[config.mk]
export PLATFORM = sky130hd
export DESIGN_NAME = panel_pwr_seq
export DESIGN_NICKNAME = d
export VERILOG_FILES = /design/src/rtl/pwr_seq_pkg.sv /design/src/rtl/pwr_tick_gen.sv /design/src/rtl/pwr_script_rom.sv /design/src/rtl/pwr_seq_fsm.sv /design/src/rtl/panel_pwr_seq.sv
export SDC_FILE = /design/constraint.sdc
export NUM_CORES = 1
export LEC_CHECK = 0
export BUFFER_PORTS_ARGS = -buffer_cell sky130_fd_sc_hd__buf_2
export CAP_MARGIN = 25
export CELL_PAD_IN_SITES_DETAIL_PLACEMENT = 2
export CELL_PAD_IN_SITES_GLOBAL_PLACEMENT = 2
export CORE_MARGIN = 4
export CORE_UTILIZATION = 42
export CTS_CLUSTER_SIZE = 40
export DETAILED_ROUTE_END_ITERATION = 16
export GPL_TIMING_DRIVEN = 1
export PLACE_DENSITY = 0.9
export SLEW_MARGIN = 40
export SYNTH_ARGS = -nofsm -noshare
export SYNTH_HDL_FRONTEND = slang
export SYNTH_HIERARCHICAL = 1
export SYNTH_SLANG_ARGS = --single-unit
[constraint.sdc]
create_clock -name clk -period 6 [get_ports clk]
set_clock_uncertainty 0.15 [all_clocks]
set_input_delay 1.5 -clock clk [delete_from_list [all_inputs] [get_ports clk]]
set_output_delay 1.5 -clock clk [all_outputs]
set_load 0.03 [all_outputs]
[src/rtl/pwr_seq_pkg.sv]
package pwr_seq_pkg;

  localparam int REG_AW    = 8;
  localparam int REG_DW    = 16;
  localparam int PC_W      = 5;
  localparam int ROM_DEPTH = 1 << PC_W;

  localparam logic [PC_W-1:0]   ON_BASE  = PC_W'(0);
  localparam logic [PC_W-1:0]   OFF_BASE = PC_W'(20);
  localparam logic [REG_AW-1:0] PIN_PWR  = REG_AW'(0);
  localparam logic [REG_AW-1:0] PIN_RST  = REG_AW'(1);

  typedef enum logic [1:0] {
    OP_END  = 2'd0,
    OP_PIN  = 2'd1,
    OP_WR   = 2'd2,
    OP_WAIT = 2'd3
  } op_e;

  typedef struct packed {
    op_e               op;
    logic [REG_AW-1:0] arg;
    logic [REG_DW-1:0] val;
  } entry_t;

  typedef enum logic [1:0] {
    S_IDLE  = 2'd0,
    S_FETCH = 2'd1,
    S_WRW   = 2'd2,
    S_MSW   = 2'd3
  } state_e;

  function automatic entry_t mk(input op_e o, input int a, input int v);
    entry_t e;
    e.op  = o;
    e.arg = a[REG_AW-1:0];
    e.val = v[REG_DW-1:0];
    return e;
  endfunction

  // Power-up script from ON_BASE, power-down script from OFF_BASE.
  function automatic entry_t script_at(input logic [PC_W-1:0] idx);
    case (idx)
      5'd0:  script_at = mk(OP_PIN,  0,     1);
      5'd1:  script_at = mk(OP_PIN,  1,     0);
      5'd2:  script_at = mk(OP_WAIT, 0,    10);
      5'd3:  script_at = mk(OP_PIN,  1,     1);
      5'd4:  script_at = mk(OP_WAIT, 0,     1);
      5'd5:  script_at = mk(OP_WR,   8'h09, 16'h0000);
      5'd6:  script_at = mk(OP_WAIT, 0,    10);
      5'd7:  script_at = mk(OP_WR,   8'h09, 16'h4000);
      5'd8:  script_at = mk(OP_WR,   8'h0A, 16'h2000);
      5'd9:  script_at = mk(OP_WAIT, 0,    40);
      5'd10: script_at = mk(OP_WR,   8'h09, 16'h4055);
      5'd11: script_at = mk(OP_WAIT, 0,    50);
      5'd12: script_at = mk(OP_WR,   8'h01, 16'h409D);
      5'd13: script_at = mk(OP_WR,   8'h02, 16'h0204);
      5'd14: script_at = mk(OP_WR,   8'h03, 16'h0100);
      5'd15: script_at = mk(OP_WR,   8'h04, 16'h3000);
      5'd16: script_at = mk(OP_WAIT, 0,    60);
      5'd17: script_at = mk(OP_WR,   8'h09, 16'h4A55);
      5'd18: script_at = mk(OP_WR,   8'h05, 16'h5003);
      5'd19: script_at = mk(OP_END,  0,     0);
      5'd20: script_at = mk(OP_WR,   8'h09, 16'h4055);
      5'd21: script_at = mk(OP_WR,   8'h05, 16'h4003);
      5'd22: script_at = mk(OP_WR,   8'h0A, 16'h0000);
      5'd23: script_at = mk(OP_WAIT, 0,    10);
      5'd24: script_at = mk(OP_WR,   8'h09, 16'h4000);
      5'd25: script_at = mk(OP_PIN,  0,     0);
      default: script_at = mk(OP_END, 0,    0);
    endcase
  endfunction

endpackage

[src/rtl/pwr_tick_gen.sv]
module pwr_tick_gen #(
  parameter int TICK_DIV = 50000
) (
  input  logic clk,
  input  logic rst_n,
  input  logic restart,
  output logic tick
);

  localparam int CW = (TICK_DIV > 1) ? $clog2(TICK_DIV) : 1;
  localparam logic [CW-1:0] LAST = CW'(TICK_DIV - 1);

  logic [CW-1:0] cnt_q, cnt_d;
  logic          cnt_en;

  assign tick   = (cnt_q == LAST);
  assign cnt_en = 1'b1;

  always_comb begin
    if (restart || tick) cnt_d = '0;
    else                 cnt_d = cnt_q + CW'(1);
  end

  always_ff @(posedge clk or negedge rst_n) begin
    if (!rst_n)      cnt_q <= '0;
    else if (cnt_en) cnt_q <= cnt_d;
  end

endmodule

[src/rtl/pwr_script_rom.sv]
module pwr_script_rom
  import pwr_seq_pkg::*;
(
  input  logic [PC_W-1:0] idx,
  output entry_t          ent
);

  entry_t table_w [ROM_DEPTH];

  for (genvar i = 0; i < ROM_DEPTH; i++) begin : g_row
    assign table_w[i] = script_at(PC_W'(i));
  end

  assign ent = table_w[idx];

endmodule

[src/rtl/pwr_seq_fsm.sv]
module pwr_seq_fsm
  import pwr_seq_pkg::*;
(
  input  logic              clk,
  input  logic              rst_n,
  input  logic              on_req,
  input  logic              off_req,
  input  logic              wr_done,
  input  logic              tick,
  input  entry_t            ent,
  output logic [PC_W-1:0]   pc,
  output logic              tick_restart,
  output logic              wr_start,
  output logic [REG_AW-1:0] wr_addr,
  output logic [REG_DW-1:0] wr_data,
  output logic              pnl_pwr_en,
  output logic              pnl_rst_n,
  output logic              seq_busy,
  output logic              pnl_on
);

  localparam logic [PC_W-1:0]   PC_ONE  = PC_W'(1);
  localparam logic [REG_DW-1:0] CNT_ONE = REG_DW'(1);

  state_e            state_q, state_d;
  logic [PC_W-1:0]   pc_q, pc_d;
  logic [REG_DW-1:0] cnt_q, cnt_d;
  logic              start_q, start_d;
  logic [REG_AW-1:0] addr_q;
  logic [REG_DW-1:0] data_q;
  logic              pwr_q, pwr_d;
  logic              prst_q, prst_d;
  logic              on_q, on_d;
  logic              dir_q, dir_d;
  logic              cmd_en;

  always_comb begin
    state_d      = state_q;
    pc_d         = pc_q;
    cnt_d        = cnt_q;
    start_d      = 1'b0;
    pwr_d        = pwr_q;
    prst_d       = prst_q;
    on_d         = on_q;
    dir_d        = dir_q;
    cmd_en       = 1'b0;
    tick_restart = 1'b0;
    case (state_q)
      S_IDLE: begin
        if (on_req && !on_q) begin
          pc_d    = ON_BASE;
          dir_d   = 1'b1;
          state_d = S_FETCH;
        end else if (off_req && on_q) begin
          pc_d    = OFF_BASE;
          dir_d   = 1'b0;
          state_d = S_FETCH;
        end
      end
      S_FETCH: begin
        case (ent.op)
          OP_PIN: begin
            if (ent.arg == PIN_RST) prst_d = ent.val[0];
            else                    pwr_d  = ent.val[0];
            pc_d = pc_q + PC_ONE;
          end
          OP_WR: begin
            start_d = 1'b1;
            cmd_en  = 1'b1;
            state_d = S_WRW;
          end
          OP_WAIT: begin
            cnt_d        = ent.val;
            tick_restart = 1'b1;
            state_d      = S_MSW;
          end
          default: begin
            on_d    = dir_q;
            state_d = S_IDLE;
          end
        endcase
      end
      S_WRW: begin
        if (wr_done) begin
          pc_d    = pc_q + PC_ONE;
          state_d = S_FETCH;
        end
      end
      default: begin
        if (tick) begin
          if (cnt_q <= CNT_ONE) begin
            pc_d    = pc_q + PC_ONE;
            state_d = S_FETCH;
          end else begin
            cnt_d = cnt_q - CNT_ONE;
          end
        end
      end
    endcase
  end

  always_ff @(posedge clk or negedge rst_n) begin
    if (!rst_n) begin
      state_q <= S_IDLE;
      pc_q    <= '0;
      cnt_q   <= '0;
      start_q <= 1'b0;
      pwr_q   <= 1'b0;
      prst_q  <= 1'b1;
      on_q    <= 1'b0;
      dir_q   <= 1'b0;
    end else begin
      state_q <= state_d;
      pc_q    <= pc_d;
      cnt_q   <= cnt_d;
      start_q <= start_d;
      pwr_q   <= pwr_d;
      prst_q  <= prst_d;
      on_q    <= on_d;
      dir_q   <= dir_d;
    end
  end

  always_ff @(posedge clk or negedge rst_n) begin
    if (!rst_n) begin
      addr_q <= '0;
      data_q <= '0;
    end else if (cmd_en) begin
      addr_q <= ent.arg;
      data_q <= ent.val;
    end
  end

  assign pc         = pc_q;
  assign wr_start   = start_q;
  assign wr_addr    = addr_q;
  assign wr_data    = data_q;
  assign pnl_pwr_en = pwr_q;
  assign pnl_rst_n  = prst_q;
  assign seq_busy   = (state_q != S_IDLE);
  assign pnl_on     = on_q;

  AST_START_PULSE: assert property (@(posedge clk) disable iff (!rst_n)
    start_q |=> !start_q);
  AST_START_IN_WRITE: assert property (@(posedge clk) disable iff (!rst_n)
    start_q |-> (state_q == S_WRW));
  AST_CMD_HELD: assert property (@(posedge clk) disable iff (!rst_n)
    (state_q == S_WRW && !start_q) |-> ($stable(addr_q) && $stable(data_q)));
  AST_RST_UNDER_PWR: assert property (@(posedge clk) disable iff (!rst_n)
    !prst_q |-> pwr_q);
  AST_IDLE_STATUS_STABLE: assert property (@(posedge clk) disable iff (!rst_n)
    (state_q == S_IDLE) |=> $stable(on_q));

endmodule

[src/rtl/panel_pwr_seq.sv]
module panel_pwr_seq
  import pwr_seq_pkg::*;
#(
  parameter int TICK_DIV = 50000
) (
  input  logic              clk,
  input  logic              rst_n,
  input  logic              on_req,
  input  logic              off_req,
  input  logic              wr_done,
  output logic              wr_start,
  output logic [REG_AW-1:0] wr_addr,
  output logic [REG_DW-1:0] wr_data,
  output logic              pnl_pwr_en,
  output logic              pnl_rst_n,
  output logic              seq_busy,
  output logic              pnl_on
);

  logic [1:0]      rst_sync_q;
  logic            rst_int_n;
  logic            tick;
  logic            tick_restart;
  logic [PC_W-1:0] pc;
  entry_t          ent;

  always_ff @(posedge clk or negedge rst_n) begin
    if (!rst_n) rst_sync_q <= 2'b00;
    else        rst_sync_q <= {rst_sync_q[0], 1'b1};
  end
  assign rst_int_n = rst_sync_q[1];

  pwr_tick_gen #(.TICK_DIV(TICK_DIV)) u_tick (
    .clk     (clk),
    .rst_n   (rst_int_n),
    .restart (tick_restart),
    .tick    (tick)
  );

  pwr_script_rom u_rom (
    .idx (pc),
    .ent (ent)
  );

  pwr_seq_fsm u_fsm (
    .clk          (clk),
    .rst_n        (rst_int_n),
    .on_req       (on_req),
    .off_req      (off_req),
    .wr_done      (wr_done),
    .tick         (tick),
    .ent          (ent),
    .pc           (pc),
    .tick_restart (tick_restart),
    .wr_start     (wr_start),
    .wr_addr      (wr_addr),
    .wr_data      (wr_data),
    .pnl_pwr_en   (pnl_pwr_en),
    .pnl_rst_n    (pnl_rst_n),
    .seq_busy     (seq_busy),
    .pnl_on       (pnl_on)
  );

endmodule

==> results of run 1 <==
[cells by family (layout without fill, tap and decap cells)]
| kind of cell | Yosys count | count (layout) | synth area share, % |
|---|---|---|---|
| AOI/OAI and AO/OA | 96 | 96 | 15.30 |
| xor gates and xnor gates | 14 | 14 | 2.940 |
| adders and majority gates | 11 | 11 | 3.300 |
| buffers and inverters | 43 | 68 | 6.661 |
| DFF | 70 | 70 | 42.03 |
| muxes | 40 | 40 | 10.86 |
| other | 2 | 7 | 0.1801 |
| and+or+nand+nor | 148 | 148 | 18.72 |
[area by class of cell]
cell class                      count  area, µm²  area share (%)
Multi-Input combinational cell    316       2172           47.60
Clock inverter                      6      85.08           1.865
Timing Repair Buffer               36      187.7           4.113
Sequential cell                    70       1754           38.44
Tap cell                          133      166.4           3.647
Inverter                           16      60.06           1.316
Clock buffer                       10      137.6           3.016
[power breakdown]
group          switching, mW  leakage (nW)  internal [mW]
registers              0.218         0.884          0.639
logic                  0.926         0.985          0.532
clock network          0.203         0.108          0.244
total                   1.35          1.98           1.42
[synthesized netlist by cell type, types with 5 or more instances]
cell / n / area (µm²)
nand2b_1: 9 / 56.30
a31oi_1: 5 / 31.28
nand4_1: 7 / 43.79
nand2_1: 23 / 86.33
nor2_1: 46 / 172.7
nand3_1: 10 / 50.05
o21ai_0: 24 / 120.1
xnor2_1: 13 / 113.9
dfrtp_1: 69 / 1727
mux2i_1: 10 / 100.1
ha_1: 11 / 137.6
buf_6: 8 / 90.09
buf_4: 11 / 82.58
a22oi_1: 11 / 82.58
inv_1: 16 / 60.06
a21oi_1: 24 / 120.1
nor3_1: 16 / 80.08
nor4_1: 6 / 37.54
mux2_2: 27 / 304.0
[metal layers]
metal,wire (µm),track usage [%],vias to the layer above
met3,339,3.299,21
li1,-,-,1557
met2,6825,41.16,69
met5,0,0,-
met4,246,7.665,0
met1,5523,29.09,1812
[stage by stage]
step / hold WS (ns) / setup slack (ns)
final: 0.03152 / 2.357
after global routing: 0.06931 / 2.103
after CTS: 0.04463 / 2.106
after detailed placement: 0.04223 / 2.143
after global placement: 0.03915 / 2.460
after floorplan: 0.1812 / 3.145
[worst register-to-register path, stage by stage, from the launching register on]
cell and delay (ns):
dfrtp_1 0.62, inv_1 0.21, ha_1 0.36, mux2i_1 0.22
nor2_1 0.09, or3_1 0.52, and4b_1 0.31, nor3_2 0.26
a21o_2 0.48, o21ai_0 0.19, o21ai_0 0.13
[worst max path at each step]
stage / start / end / slack, ns / depth (start not counted)
6_report: u_fsm/pc[0] / u_fsm/cnt_q[9] / 2.36 / 10
5_1_grt: u_fsm/pc[0] / u_fsm/cnt_q[6] / 2.10 / 10
4_1_cts: u_fsm/pc[0] / u_fsm/cnt_q[9] / 2.11 / 10
3_5_place_dp: u_fsm/pc[0] / u_fsm/cnt_q[9] / 2.14 / 10
3_3_place_gp: u_fsm/pc[0] / u_fsm/cnt_q[0] / 2.46 / 10
2_1_floorplan: u_fsm/pc[0] / u_fsm/cnt_q[11] / 3.14 / 11
[state kept, by name, summed over array words and instances (netlist names), 2 cells and up]
register       cells
u_fsm/cnt_q       16
rst_sync_q         2
u_fsm/wr_addr      8
u_fsm/pc           5
u_fsm/wr_data     16
u_fsm/state_q      2
u_tick/cnt_q      16
==> impl_results.md, run 1 <==
- Worst slew pin tran: around 0.80 ns
- Power per cell area: around 610 nW/µm²
- First-pass GRT wire length: approximately 21000 µm
- Critical Path End Type: flip-flop
- TritonCTS clock tree: done
- Drt first pass iters: 4
- Slew HR: 46.48%
- # Post-CTS Setup Buffers: 0
- Number of antenna diodes: 0
- Crit path launch type: flip-flop
- Post-Synthesis Cells: between 400 and 500
- Reg2reg setup slack: roughly 2.4 ns
- Congestion Overflow GR: 0
- Fill count: between 1000 and 1500
- Layout cells sized above 1: between 20% and 30%
- DRC: 0
- Clock sink count: 70
- Row count: 36
- Reg-to-reg startpoint: u_fsm/pc[0]
- Drt initial violations: about 150
- Commonest non-fill, non-tap cell in the layout: dfrtp_1
- Gp weighted congestion: 0.7996
- Hold Crit Class: reg -> async
- Worst-skew pair later-pin latency: ~0.35 ns
- Async SR Flop Fraction: 100.0%
- Placed cell areas: roughly 4300 µm²
- WS Path Type: reg -> reg
- Final period util: 60.72%
- Arrival time worst endpoint: 3.76 ns
- CTS buffer count: 9
- Resized Gates After CTS: 0
- Placed cells: between 500 and 600
- Tmin final: 3.643 ns
- Worst path top cell family by delay: simple AND/OR/NAND/NOR gates
- WL/cell: roughly 22 µm
- Port Buffers: 33
- Final ANT Viol Nets: 0
- Routed WL: between 10000 and 15000 µm
- Worst VDD drop: around 250 µV
- H-Tree Level Count: 3
- Initial Util: 42.86%
- Cell Count, Final, Fillers Out: around 590
- WP buf/inv: 1
- Slowest CP cell: dfrtp_1
- Fmax achieved: between 200 and 300 MHz
- Final setup TNS: 0 ns
- Area Overhead vs Synth: 9.421%
- Post-Syn Area: ~4200 µm²
- Vias: about 3500
- Hold Buf Count CTS: 0
- Final Cell Area: ~4600 µm²
- Final HPWL DP: roughly 8800 µm
- Status: complete, no violations
- Final setup viols: 0
- Worst r2r dst: u_fsm/cnt_q[9]
- Post-layout net count: 465
- RSZ-0062 raised after global routing: no
- EDFF count, synth: 0
- Max stage delay on crit path: approximately 0.62 ns
- I/O pin count: 34
- Most used cell, CP: o21ai_0
- Die H: around 110 µm
- Synth cell types: a little over 70
- Longest Clk Path Bufs: 2
- Clock transition at path regs: approximately 0.090 ns
- Leakage: between 1.5 and 2 nW
- Final Hold Fails: 0
- Ys Warns: 6
- Initial antenna violation count: 0
- Register area share after synthesis: 42.03%
- FF-to-FF path depth: 10
- Crit Path Max Fanout: 29
- Fin. max-slew vios: 0
- Required time worst endpoint: ~6.1 ns
- Fin util: about 47%
- Max-Cap Viols: 0
- Avg Cell Area, Syn: slightly below 10 µm²
- Largest net degree at the start of global routing: 53
- Synth Flop Type: dfrtp_1
- Tot Pwr: about 2.8 mW
- Commonest cells after routing, fill and taps aside: dfrtp_1 (68), nor2_1 (46), buf_2 (33)
- Vias per Instance: 5.893
- Core area: 9729 µm²
- CP cell instances: inv_1 -> ha_1 -> mux2i_1 -> nor2_1 -> or3_1 -> and4b_1 -> nor3_2 -> a21o_2 -> o21ai_0 -> o21ai_0
- Root Buffer: clkbuf_8
- Die Area: ~12000 µm²
- Vias in the first global route: 3798
- Overall Global Routing Usage: a little under a quarter
- Die X: roughly 110 µm
- #FFs+latches synth: 70
No activity file was read; power rests on OpenSTA's default activity.
==> run 2, diff against run 1 <==
--- a/config.mk
+++ b/config.mk
@@ -10,11 +10,11 @@
 export CELL_PAD_IN_SITES_DETAIL_PLACEMENT = 2
 export CELL_PAD_IN_SITES_GLOBAL_PLACEMENT = 2
 export CORE_MARGIN = 4
-export CORE_UTILIZATION = 42
+export CORE_UTILIZATION = 39
 export CTS_CLUSTER_SIZE = 40
 export DETAILED_ROUTE_END_ITERATION = 16
 export GPL_TIMING_DRIVEN = 1
-export PLACE_DENSITY = 0.9
+export PLACE_DENSITY = 0.84
 export SLEW_MARGIN = 40
 export SYNTH_ARGS = -nofsm -noshare
 export SYNTH_HDL_FRONTEND = slang
==> constraint.sdc (replaced) <==
create_clock -name clk -period 3.7 [get_ports clk]
set_clock_uncertainty 0.15 [all_clocks]
set_input_delay 0.925 -clock clk [delete_from_list [all_inputs] [get_ports clk]]
set_output_delay 0.925 -clock clk [all_outputs]
set_load 0.03 [all_outputs]
==> impl_results.md, run 2 (synthesis gave the netlist of run 1 again) <==
- Worst Hold Slack: 0.1742 ns (+0.1427 ns)
- Required time worst endpoint: 3.82 ns (-2.29 ns)
- Setup ws final: 0.3935 ns (-1.963 ns)
- Critical Path End Type: flip-flop
- Clock sink count: 70 (unchanged)
- Area Overhead vs Synth: 11.34%
- Final Cell Area: 4643 µm² (+1.8%)
- Reg2reg setup slack: 0.39 ns (-1.96 ns)
- WS Path Type: reg -> reg
- Core area: 10370 µm² (+6.6%)
- Placed cells: 584 (+2.3%)
- Post-layout net count: 475 (+2.2%)
- First-pass GRT wire length: 20130 µm (-3.7%)
- Die X: 111.4 µm (+3.5%)
- Max-Cap Viols: 0 (unchanged)
- Routed WL: 11980 µm (-7.4%)
- CTS buffer count: 9 (unchanged)
- Fin. max-slew vios: 0 (unchanged)
- Row count: 37 (+2.8%)
- # Post-CTS Setup Buffers: 0 (unchanged)
- Placed cell areas: 4423 µm² (+2.0%)
- Initial Util: 40.21% (-2.6 points)
- Switching share of power: 47.41% (-1.3 points)
- Final ANT Viol Nets: 0 (unchanged)
- Combinational Power Share: 55.0% (+2.2 points)
- Root Buffer: clkbuf_8
- Clock share of power: 15.4% (-0.8 points)
- Internal: 2.340 mW (+65%)
- RSZ-0062 raised after global routing: no
- Fill count: 1152 (+7.0%)
- Cell Count, Final, Fillers Out: 600 (+2.2%)
- Vias in the first global route: 3726 (-1.9%)
- Switching pwr: 2.109 mW (+57%)
- Hold Crit Class: reg -> async
- Worst slew pin tran: 0.8243 ns (+0.02399 ns)
- Overall Global Routing Usage: 20.04% (-3.3 points)
- Crit path launch type: flip-flop
- Congestion Overflow GR: 0 (unchanged)
- Commonest cells after routing, fill and taps aside: dfrtp_1 (68), nor2_1 (46), buf_2 (33)
- Die Area: 12410 µm² (+7.1%)
- Drt first pass iters: 4 (unchanged)
- Largest net degree at the start of global routing: 44 (-17%)
- Number of antenna diodes: 0 (unchanged)
- Drt initial violations: 100 (-32%)
- Vias per Instance: 5.590 (-5.1%)
- Final period util: 89.36% (+29 points)
- Die H: 111.4 µm (+3.5%)
- Final setup TNS: 0 ns (unchanged)
- Commonest non-fill, non-tap cell in the layout: dfrtp_1
- Clock transition at path regs: 0.08 ns (about the same)
- Layout cells sized above 1: 24.14% (+1.5 points)
- Leakage: 2.025 nW (+2.4%)
- Crit Path Max Fanout: 17 (-41%)
- Longest Clk Path Bufs: 2 (unchanged)
- Arrival time worst endpoint: 3.43 ns (-0.33 ns)
- Final setup viols: 0 (unchanged)
- Vias: 3354 (-3.0%)
- Port Buffers: 33 (unchanged)
- Gp weighted congestion: 0.8355 (+4.5%)
- Power per cell area: 958.2 nW/µm² (+58%)
- Worst VDD drop: 345.0 µV (+39%)
- DRC: 0 (unchanged)
- Tmin final: 3.306 ns (-0.3370 ns)
- Worst-skew pair later-pin latency: 0.36 ns (about the same)
- TritonCTS clock tree: done
- Initial antenna violation count: 0 (unchanged)
- Fmax achieved: 302.4 MHz (+10%)
- Final HPWL DP: 8447 µm (-3.7%)
- Seq pwr share: 29.5% (-1.5 points)
- Hold Buf Count CTS: 0 (unchanged)
- Status: complete, no violations
- Slew HR: 44.87% (-1.6 points)
- WL/cell: 19.96 µm (-9.4%)
- I/O pin count: 34 (unchanged)
- Placement Setup Slack: 0.2802 ns (-1.863 ns)
- Final Hold Fails: 0 (unchanged)
- H-Tree Level Count: 3 (unchanged)
## run 2: cell count changes in the layout (fill, tap and decap cells not counted)
cell,before,now
buf_12,0,1
buf_4,3,12
bufinv_16,2,1
clkbuf_8,10,12
clkinv_2,2,0
clkinv_4,0,1
dfrtp_2,1,0
dfrtp_4,0,1
nor2_2,0,1
nor2_4,1,0
nor3_1,15,16
nor3_2,2,1
## run 2: layer usage
layer / vias up / GRT usage [%] / part of all wire, %
met5: - / 0 / 0
met3: 13 / 4.022 / 2.8
li1: 1573 / - / -
met1: 1723 / 26.18 / 46
met2: 45 / 33.98 / 50
met4: 0 / 5.434 / 1.1
## run 2: final cells by class
cell class | count | area [µm²] | area share, %
clock buffers | 12 | 165.2 | 3.557
clock inverters | 4 | 53.80 | 1.159
inverters | 16 | 60.06 | 1.293
multi-input cells | 316 | 2162 | 46.56
flip-flops and latches | 70 | 1757 | 37.83
well taps | 136 | 170.2 | 3.665
repair buffers | 46 | 275.3 | 5.928
## run 2: metrics by stage
step	util, %	total power, mW
2_1_floorplan	-	3.095
3_3_place_gp	42.63	3.632
3_5_place_dp	42.65	3.763
4_1_cts	44.76	4.487
5_1_grt	44.78	4.799
6_report	44.78	4.449
## run 2: what timing repair did
| item | in CTS | in global routing |
|---|---|---|
| resized for setup | 0 | 1 |
| endpoints found under the hold margin | 0 | 0 |
| endpoints found under the setup margin | 0 | 7 |
## run 2: path summary, 6_finish.rpt
kind,from,to,cells after the start
max in group asynchronous,rst_sync_q[1],u_fsm/wr_data[13],1
min in group clk,rst_sync_q[0],rst_sync_q[1],0
hold reg to reg,rst_sync_q[1],u_tick/cnt_q[11],0
hold / removal,rst_sync_q[1],u_tick/cnt_q[11],0
setup reg to reg,u_fsm/pc[0],u_fsm/cnt_q[7],11
setup / recovery,u_fsm/pc[0],u_fsm/cnt_q[7],11
## run 2: critical path, stage by stage (launching register included)
cell	delay, ns
dfrtp_1	0.50
inv_1	0.16
ha_1	0.33
mux2i_1	0.21
nor2_1	0.09
or3_1	0.50
and4b_1	0.29
nor3_2	0.21
a21o_2	0.37
buf_4	0.21
o21ai_0	0.09
o21ai_0	0.10
## run 2: power groups by stage
stage	Sequential (mW)	Clock (mW)	Combinational (mW)
after floorplan	1.50	0	1.60
after global placement	1.30	0	2.33
after detailed placement	1.33	0	2.44
after CTS	1.32	0.707	2.46
after global routing	1.36	0.749	2.69
final	1.31	0.687	2.45
